<file path="src/rtl/rcl_pkg.sv">
package rcl_pkg;

  typedef enum logic [2:0] {
    H_OFF,
    H_START,
    H_LOW1,
    H_HIGH,
    H_LOW2,
    H_FWD
  } host_st_e;

  typedef enum logic [2:0] {
    D_HUNT,
    D_HIGH,
    D_LOW2,
    D_SETTLE,
    D_READY,
    D_FAULT
  } det_st_e;

  // true when a measured run length lies inside nom +/- tol
  function automatic logic in_window(input int len, input int nom, input int tol);
    return (len + tol >= nom) && (len <= nom + tol);
  endfunction

endpackage

</file>
<file path="src/rtl/rcl_host_seq.sv">
module rcl_host_seq
  import rcl_pkg::*;
#(
  parameter int START_CYC = 100,
  parameter int LOW1_CYC  = 12,
  parameter int HIGH_CYC  = 12,
  parameter int LOW2_CYC  = 12
) (
  input  logic clk,
  input  logic rst,
  input  logic pd_n,
  output logic line_en,
  output logic line_lvl
);

  localparam int MAXA = (LOW1_CYC > HIGH_CYC) ? LOW1_CYC : HIGH_CYC;
  localparam int MAXB = (MAXA > LOW2_CYC) ? MAXA : LOW2_CYC;
  localparam int MAXP = (MAXB > START_CYC) ? MAXB : START_CYC;
  localparam int CW   = $clog2(MAXP + 1);

  host_st_e        st;
  logic [CW-1:0]   cnt;
  logic [CW-1:0]   lim;
  logic            last;

  // terminal count of the phase currently being played
  always_comb begin
    case (st)
      H_START: lim = CW'(START_CYC - 1);
      H_LOW1:  lim = CW'(LOW1_CYC - 1);
      H_HIGH:  lim = CW'(HIGH_CYC - 1);
      H_LOW2:  lim = CW'(LOW2_CYC - 1);
      default: lim = '0;
    endcase
  end

  assign last = (cnt == lim);

  always_ff @(posedge clk) begin
    if (rst || !pd_n) begin
      st       <= H_OFF;
      cnt      <= '0;
      line_en  <= 1'b0;
      line_lvl <= 1'b0;
    end else begin
      case (st)
        H_OFF: begin
          st  <= H_START;
          cnt <= '0;
        end
        H_START: begin
          if (last) begin
            st      <= H_LOW1;
            cnt     <= '0;
            line_en <= 1'b1;
            line_lvl <= 1'b0;
          end else begin
            cnt <= cnt + 1'b1;
          end
        end
        H_LOW1: begin
          if (last) begin
            st       <= H_HIGH;
            cnt      <= '0;
            line_lvl <= 1'b1;
          end else begin
            cnt <= cnt + 1'b1;
          end
        end
        H_HIGH: begin
          if (last) begin
            st       <= H_LOW2;
            cnt      <= '0;
            line_lvl <= 1'b0;
          end else begin
            cnt <= cnt + 1'b1;
          end
        end
        H_LOW2: begin
          if (last) begin
            st       <= H_FWD;
            cnt      <= '0;
            line_lvl <= 1'b1;
          end else begin
            cnt <= cnt + 1'b1;
          end
        end
        H_FWD: begin
          line_lvl <= ~line_lvl;
        end
        default: begin
          st       <= H_OFF;
          cnt      <= '0;
          line_en  <= 1'b0;
          line_lvl <= 1'b0;
        end
      endcase
    end
  end

  AST_PD_LINE_OFF: assert property (@(posedge clk) disable iff (rst)
    !pd_n |=> (!line_en && !line_lvl));
  AST_OFF_LEVEL_LOW: assert property (@(posedge clk) disable iff (rst)
    !line_en |-> !line_lvl);
  AST_QUIET_IN_START: assert property (@(posedge clk) disable iff (rst)
    (st == H_START) |-> !line_en);
  AST_FIRST_ON_LOW: assert property (@(posedge clk) disable iff (rst)
    $rose(line_en) |-> !line_lvl);
  AST_FWD_TOGGLE: assert property (@(posedge clk) disable iff (rst)
    (st == H_FWD && $past(st == H_FWD)) |-> (line_lvl != $past(line_lvl)));

endmodule

</file>
<file path="src/rtl/rcl_run_meter.sv">
module rcl_run_meter #(
  parameter int RUN_MAX = 14,
  parameter int RW      = $clog2(RUN_MAX + 1)
) (
  input  logic          clk,
  input  logic          rst,
  input  logic          clr,
  input  logic          en_i,
  input  logic          lvl_i,
  output logic [RW-1:0] run_o,
  output logic          prev_en_o,
  output logic          prev_lvl_o
);

  // run_o holds how many consecutive samples the line has shown its
  // current level; it saturates at RUN_MAX and is 0 while the line is off
  always_ff @(posedge clk) begin
    if (rst || clr || !en_i) begin
      run_o      <= '0;
      prev_en_o  <= 1'b0;
      prev_lvl_o <= 1'b0;
    end else begin
      if (!prev_en_o || (lvl_i != prev_lvl_o)) begin
        run_o <= RW'(1);
      end else if (run_o != RW'(RUN_MAX)) begin
        run_o <= run_o + 1'b1;
      end
      prev_en_o  <= 1'b1;
      prev_lvl_o <= lvl_i;
    end
  end

endmodule

</file>
<file path="src/rtl/rcl_cam_det.sv">
module rcl_cam_det
  import rcl_pkg::*;
#(
  parameter int LOW1_CYC   = 12,
  parameter int HIGH_CYC   = 12,
  parameter int LOW2_CYC   = 12,
  parameter int TOL        = 1,
  parameter int SETTLE_CYC = 7
) (
  input  logic clk,
  input  logic rst,
  input  logic pd_n,
  input  logic rx_en,
  input  logic rx_lvl,
  output logic cam_clk,
  output logic cam_ready
);

  localparam int MAXA    = (LOW1_CYC > HIGH_CYC) ? LOW1_CYC : HIGH_CYC;
  localparam int MAXB    = (MAXA > LOW2_CYC) ? MAXA : LOW2_CYC;
  localparam int RUN_MAX = MAXB + TOL + 1;
  localparam int RW      = $clog2(RUN_MAX + 1);
  localparam int SW      = $clog2(SETTLE_CYC + 1);

  det_st_e        ds;
  logic [SW-1:0]  sc;
  logic [RW-1:0]  run;
  logic           prev_en;
  logic           prev_lvl;
  logic           rise;
  logic           fall;
  logic           first_on;
  logic           stuck_high;

  rcl_run_meter #(
    .RUN_MAX (RUN_MAX),
    .RW      (RW)
  ) u_meter (
    .clk        (clk),
    .rst        (rst),
    .clr        (!pd_n),
    .en_i       (rx_en),
    .lvl_i      (rx_lvl),
    .run_o      (run),
    .prev_en_o  (prev_en),
    .prev_lvl_o (prev_lvl)
  );

  assign rise       = rx_en && prev_en && rx_lvl && !prev_lvl;
  assign fall       = rx_en && prev_en && !rx_lvl && prev_lvl;
  assign first_on   = rx_en && !prev_en;
  assign stuck_high = rx_en && rx_lvl && (run == RW'(RUN_MAX));

  always_ff @(posedge clk) begin
    if (rst || !pd_n || !rx_en) begin
      ds        <= D_HUNT;
      sc        <= '0;
      cam_ready <= 1'b0;
      cam_clk   <= 1'b0;
    end else begin
      case (ds)
        D_HUNT: begin
          if (first_on && rx_lvl) begin
            ds <= D_FAULT;
          end else if (rise) begin
            ds <= in_window(32'(run), LOW1_CYC, TOL) ? D_HIGH : D_FAULT;
          end
        end
        D_HIGH: begin
          if (fall) begin
            ds <= in_window(32'(run), HIGH_CYC, TOL) ? D_LOW2 : D_FAULT;
          end else if (stuck_high) begin
            ds <= D_FAULT;
          end
        end
        D_LOW2: begin
          if (rise) begin
            if (in_window(32'(run), LOW2_CYC, TOL)) begin
              ds <= D_SETTLE;
              sc <= SW'(1);
            end else begin
              ds <= D_FAULT;
            end
          end
        end
        D_SETTLE: begin
          if (sc == SW'(SETTLE_CYC)) begin
            ds        <= D_READY;
            cam_ready <= 1'b1;
            cam_clk   <= rx_lvl;
          end else begin
            sc <= sc + 1'b1;
          end
        end
        D_READY: begin
          cam_clk <= rx_lvl;
        end
        D_FAULT: begin
          ds <= D_FAULT;
        end
        default: begin
          ds <= D_HUNT;
        end
      endcase
    end
  end

  AST_CLK_GATED: assert property (@(posedge clk) disable iff (rst)
    !cam_ready |-> !cam_clk);
  AST_LINE_OFF_DROPS: assert property (@(posedge clk) disable iff (rst)
    !rx_en |=> (!cam_ready && !cam_clk));
  AST_PD_DROPS: assert property (@(posedge clk) disable iff (rst)
    !pd_n |=> (!cam_ready && !cam_clk));
  AST_READY_FROM_SETTLE: assert property (@(posedge clk) disable iff (rst)
    $rose(cam_ready) |-> $past(ds == D_SETTLE));
  AST_CLK_FOLLOWS_LINE: assert property (@(posedge clk) disable iff (rst)
    (cam_ready && $past(cam_ready)) |-> (cam_clk == $past(rx_lvl)));

endmodule

</file>
<file path="src/rtl/rcl_link.sv">
module rcl_link #(
  parameter int START_CYC  = 100,
  parameter int LOW1_CYC   = 12,
  parameter int HIGH_CYC   = 12,
  parameter int LOW2_CYC   = 12,
  parameter int TOL        = 1,
  parameter int SETTLE_CYC = 7
) (
  input  logic clk,
  input  logic rst,
  input  logic host_pd_n,
  output logic tx_line_en,
  output logic tx_line_lvl,
  input  logic cam_pd_n,
  input  logic rx_line_en,
  input  logic rx_line_lvl,
  output logic cam_clk,
  output logic cam_ready
);

  rcl_host_seq #(
    .START_CYC (START_CYC),
    .LOW1_CYC  (LOW1_CYC),
    .HIGH_CYC  (HIGH_CYC),
    .LOW2_CYC  (LOW2_CYC)
  ) u_host (
    .clk      (clk),
    .rst      (rst),
    .pd_n     (host_pd_n),
    .line_en  (tx_line_en),
    .line_lvl (tx_line_lvl)
  );

  rcl_cam_det #(
    .LOW1_CYC   (LOW1_CYC),
    .HIGH_CYC   (HIGH_CYC),
    .LOW2_CYC   (LOW2_CYC),
    .TOL        (TOL),
    .SETTLE_CYC (SETTLE_CYC)
  ) u_det (
    .clk       (clk),
    .rst       (rst),
    .pd_n      (cam_pd_n),
    .rx_en     (rx_line_en),
    .rx_lvl    (rx_line_lvl),
    .cam_clk   (cam_clk),
    .cam_ready (cam_ready)
  );

endmodule

</file>
<file path="config.mk">
export PLATFORM = sky130hd
export DESIGN_NAME = rcl_link
export DESIGN_NICKNAME = d
export VERILOG_FILES = /design/src/rtl/rcl_pkg.sv /design/src/rtl/rcl_host_seq.sv /design/src/rtl/rcl_run_meter.sv /design/src/rtl/rcl_cam_det.sv /design/src/rtl/rcl_link.sv
export SDC_FILE = /design/constraint.sdc
export NUM_CORES = 1
export LEC_CHECK = 0
export BUFFER_PORTS_ARGS = -buffer_cell sky130_fd_sc_hd__buf_2
export CAP_MARGIN = 5
export CORE_MARGIN = 5
export CORE_UTILIZATION = 40
export DETAILED_ROUTE_END_ITERATION = 12
export PLACE_DENSITY = 0.58
export SETUP_SLACK_MARGIN = 0.02
export SLEW_MARGIN = 15
export SYNTH_ARGS = -nofsm -noshare
export SYNTH_HDL_FRONTEND = slang
export SYNTH_SLANG_ARGS = --single-unit
</file>
<file path="constraint.sdc">
create_clock -name clk -period 2.5 [get_ports clk]
set_clock_uncertainty 0.05 [all_clocks]
set_input_delay 0.125 -clock clk [delete_from_list [all_inputs] [get_ports clk]]
set_output_delay 0.125 -clock clk [all_outputs]
set_load 0.03 [all_outputs]
</file>
==> flow_metrics.tcl <==
set metrics [dict create \
    outcome "finished, final reports clean" \
    die_h_um 71.7 \
    grtUsageTotal_pct 12.0 \
    finalPower_uw 841 \
    synth.mux.area_fraction_pct 1.32 \
    fin_tns_setup_ns 0 \
    cts_setup_buffers 0 \
    num_vias 1292 \
    cts_made_buffers 3 \
    drive_gt1_share_pct 7.85 \
    max_slew_margin_pct 68.6 \
    initial_utilization_pct 41.6 \
    holdWs_ns 0.119 \
    portBuffers 9 \
    synth_edf_count 0 \
    cap_violations 0 \
    grt_max_degree 17 \
    cts.path.max_buffers 2 \
    netlist_area_mm2 0.00152 \
    antenna_cells 0 \
    cts_sinks 26 \
    synthesis.nets 199 \
    clk-insertion-delay-late_ns 0.27 \
    synth_fa_ha_area_share_pct 5.76 \
    critical_path_required_ns 2.65 \
    synth_cell_type_count 46 \
    yosysWarnings 0 \
    critPathKind "register to register" \
    dieWidth_um 71.7 \
    num-nets-final 205 \
    seq_area_frac_synth_pct 34.2 \
    synthArstFlopShare_pct 0 \
    end_kind "register" \
    synth-xor-area-share_pct 4.61 \
    cpPeakStageDelay_ns 0.62 \
    ys_ff_latch 26 \
    dpl.hpwl_um 2240 \
    arrival_ns 2.36 \
    finalSetupViolations 0 \
    area_growth_pct 8.55 \
    setup.worst_path.start_class "register" \
    grt_pass1_vias 1182 \
    antenna_found_initial 0 \
    seq_area_um2 520 \
    slew_violations 0 \
    synth_top_family_by_area "simple AND/OR/NAND/NOR gates" \
    multiInputGateArea_um2 925 \
    fin_util_pct 45.1 \
    path_cells "nor2b_1 > o311a_1 > o22a_1 > or4_1 > a21oi_1" \
    first_pass_iters 4 \
    rsz0062_at_grt "no" \
    fin_crit_ns 2.21 \
    p_leak_uw 0.000585 \
    hold_viol 0 \
    powerDensity_mw_per_mm2 509 \
    peakVddDrop_uv 212 \
    grt-ovfl-total 0 \
    routedWlPerCell_um 12.5 \
    die_area_mm2 0.00514 \
    cts_htree_levels 1 \
    ctsHoldBuffers 0 \
    synth_area_per_cell_um2 8.18 \
    syn_inst 186 \
    synth-simple-area-share_pct 28.8 \
    cp_max_fo 16 \
    worst_pin_slew_ns 0.470 \
    synthFlopType "dfxtp_1" \
    slowest_stage "dfxtp_1" \
    place_congestion 0.769 \
    cts_root_buffer "clkbuf_8" \
    detail-route-antenna-nets 0 \
    ios 10 \
    dr.first_iter.drc_count 79 \
    rows 22 \
    totalWireLength_um 2990 \
    cts-resized-gates 0 \
    drc 0 \
    synth_compound_area_share_pct 20.3 \
    core_mm2 0.00366 \
    final_cells 239 \
    nFillCells 358 \
    viasPerCell 5.41 \
    path_clk_slew_ns 0.09 \
    min_period_over_period_pct 88.4 \
    grt_pass1_wl_um 5110 \
    fmax_ghz 0.452 \
    cts_tree "built" \
    hold_class "primary input to register" \
    dp.cells 235 \
]
registers in the layout (all words and copies together), names as in the netlist:
name and flops:
u_host.cnt 7, u_det.u_meter.run_o 4, u_det.ds 3, u_det.sc 3, u_host.st 3, u_det.cam_clk 1, u_det.cam_ready 1, u_det.u_meter.prev_en_o 1
u_det.u_meter.prev_lvl_o 1, u_host.line_en 1, u_host.line_lvl 1
report_power, final:
part / switching, uW / internal, uW / total (uW) / leakage [uW]
Clock: 133 / 214 / 347 / 0.0000357
Combinational: 35.8 / 27.6 / 63.3 / 0.000339
Sequential: 11.1 / 419 / 430 / 0.000210
cells in the mapped netlist (2+ instances only):
library cell | number | area share [%]
a211oi_1 | 2 | 0.99
a21o_1 | 3 | 1.5
a21oi_1 | 13 | 4.3
a22oi_1 | 3 | 1.5
a31oi_1 | 3 | 1.2
and2_1 | 6 | 2.5
buf_6 | 2 | 1.5
clkbuf_1 | 5 | 1.2
dfxtp_1 | 26 | 34
ha_1 | 7 | 5.8
inv_1 | 8 | 2.0
mux2i_1 | 2 | 1.3
nand2_1 | 16 | 3.9
nand2b_1 | 4 | 1.6
nand3_1 | 10 | 3.3
nand3b_1 | 4 | 2.0
nand4_1 | 2 | 0.82
nand4b_1 | 2 | 1.2
nor2_1 | 21 | 5.2
nor2b_1 | 2 | 0.82
nor3_1 | 3 | 0.99
nor3b_1 | 5 | 2.5
o2111a_1 | 2 | 1.5
o21a_1 | 3 | 1.5
o21ai_0 | 2 | 0.66
o21ai_1 | 2 | 0.66
or3b_1 | 2 | 1.2
xnor2_1 | 8 | 4.6
worst max-delay path, delay by kind of cell, from the launching register on:
family | cells | cell delay [ns]
AOI/OAI and AO/OA | 3 | 0.85
DFF | 1 | 0.62
and+or+nand+nor | 2 | 0.61
metrics by stage:
stage	area [um2]	setup slack (ns)
finish	1650	0.290
global route	1650	0.0618
CTS	1650	0.324
detailed placement	1580	0.343
global placement	1580	0.381
floorplan	1520	0.716
routing by layer:
| layer | GRT usage [%] | share of wire, % | vias to the layer above |
|---|---|---|---|
| met1 | 14.6 | 46 | 599 |
| li1 | - | - | 678 |
| met4 | 5.64 | 0.80 | 0 |
| met3 | 2.38 | 2.6 | 2 |
| met2 | 20.2 | 51 | 13 |
| met5 | 0 | 0 | - |
area by class of cell:
cell class                      count  share of cell area [%]
Clock inverter                      1                    1.82
Timing Repair Buffer                9                    2.73
Inverter                            8                    1.82
Sequential cell                    26                    31.5
Clock buffer                        3                    2.50
Multi-Input combinational cell    144                    56.0
Tap cell                           48                    3.64
cell families (layout without fill, tap and decap cells):
family	count (synthesis)	after routing
mux	2	2
fa+ha+maj	7	7
xor+xnor	8	8
buf+inv	16	21
flops	26	26
compound gates	44	44
simple gates	83	83
cells in the final DEF (no fill, tap or decap), types with 4 or more instances in the layout:
cell type,count
dfxtp_1,26
nor3b_1,5
buf_2,9
a21oi_1,13
nand2_1,16
xnor2_1,8
nand3_1,10
inv_1,8
ha_1,7
nand2b_1,4
nor2_1,21
nand3b_1,4
and2_1,6
final timing paths:
check | startpoint | end | slack [ns] | cells after the start
worst max register to register | u_host.st[2]$_SDFFE_PP0P_ | u_host.cnt[0]$_SDFFE_PP0P_ | 0.29 | 5
worst min register to register | u_det.cam_clk$_SDFFE_PN0P_ | u_det.cam_clk$_SDFFE_PN0P_ | 0.39 | 2
worst max-delay path | u_host.st[2]$_SDFFE_PP0P_ | u_host.cnt[0]$_SDFFE_PP0P_ | 0.29 | 5
worst min-delay path | rx_line_lvl | u_det.u_meter.prev_lvl_o$_SDFF_PN0_ | 0.12 | 2
(Power assumes the default switching activity.)
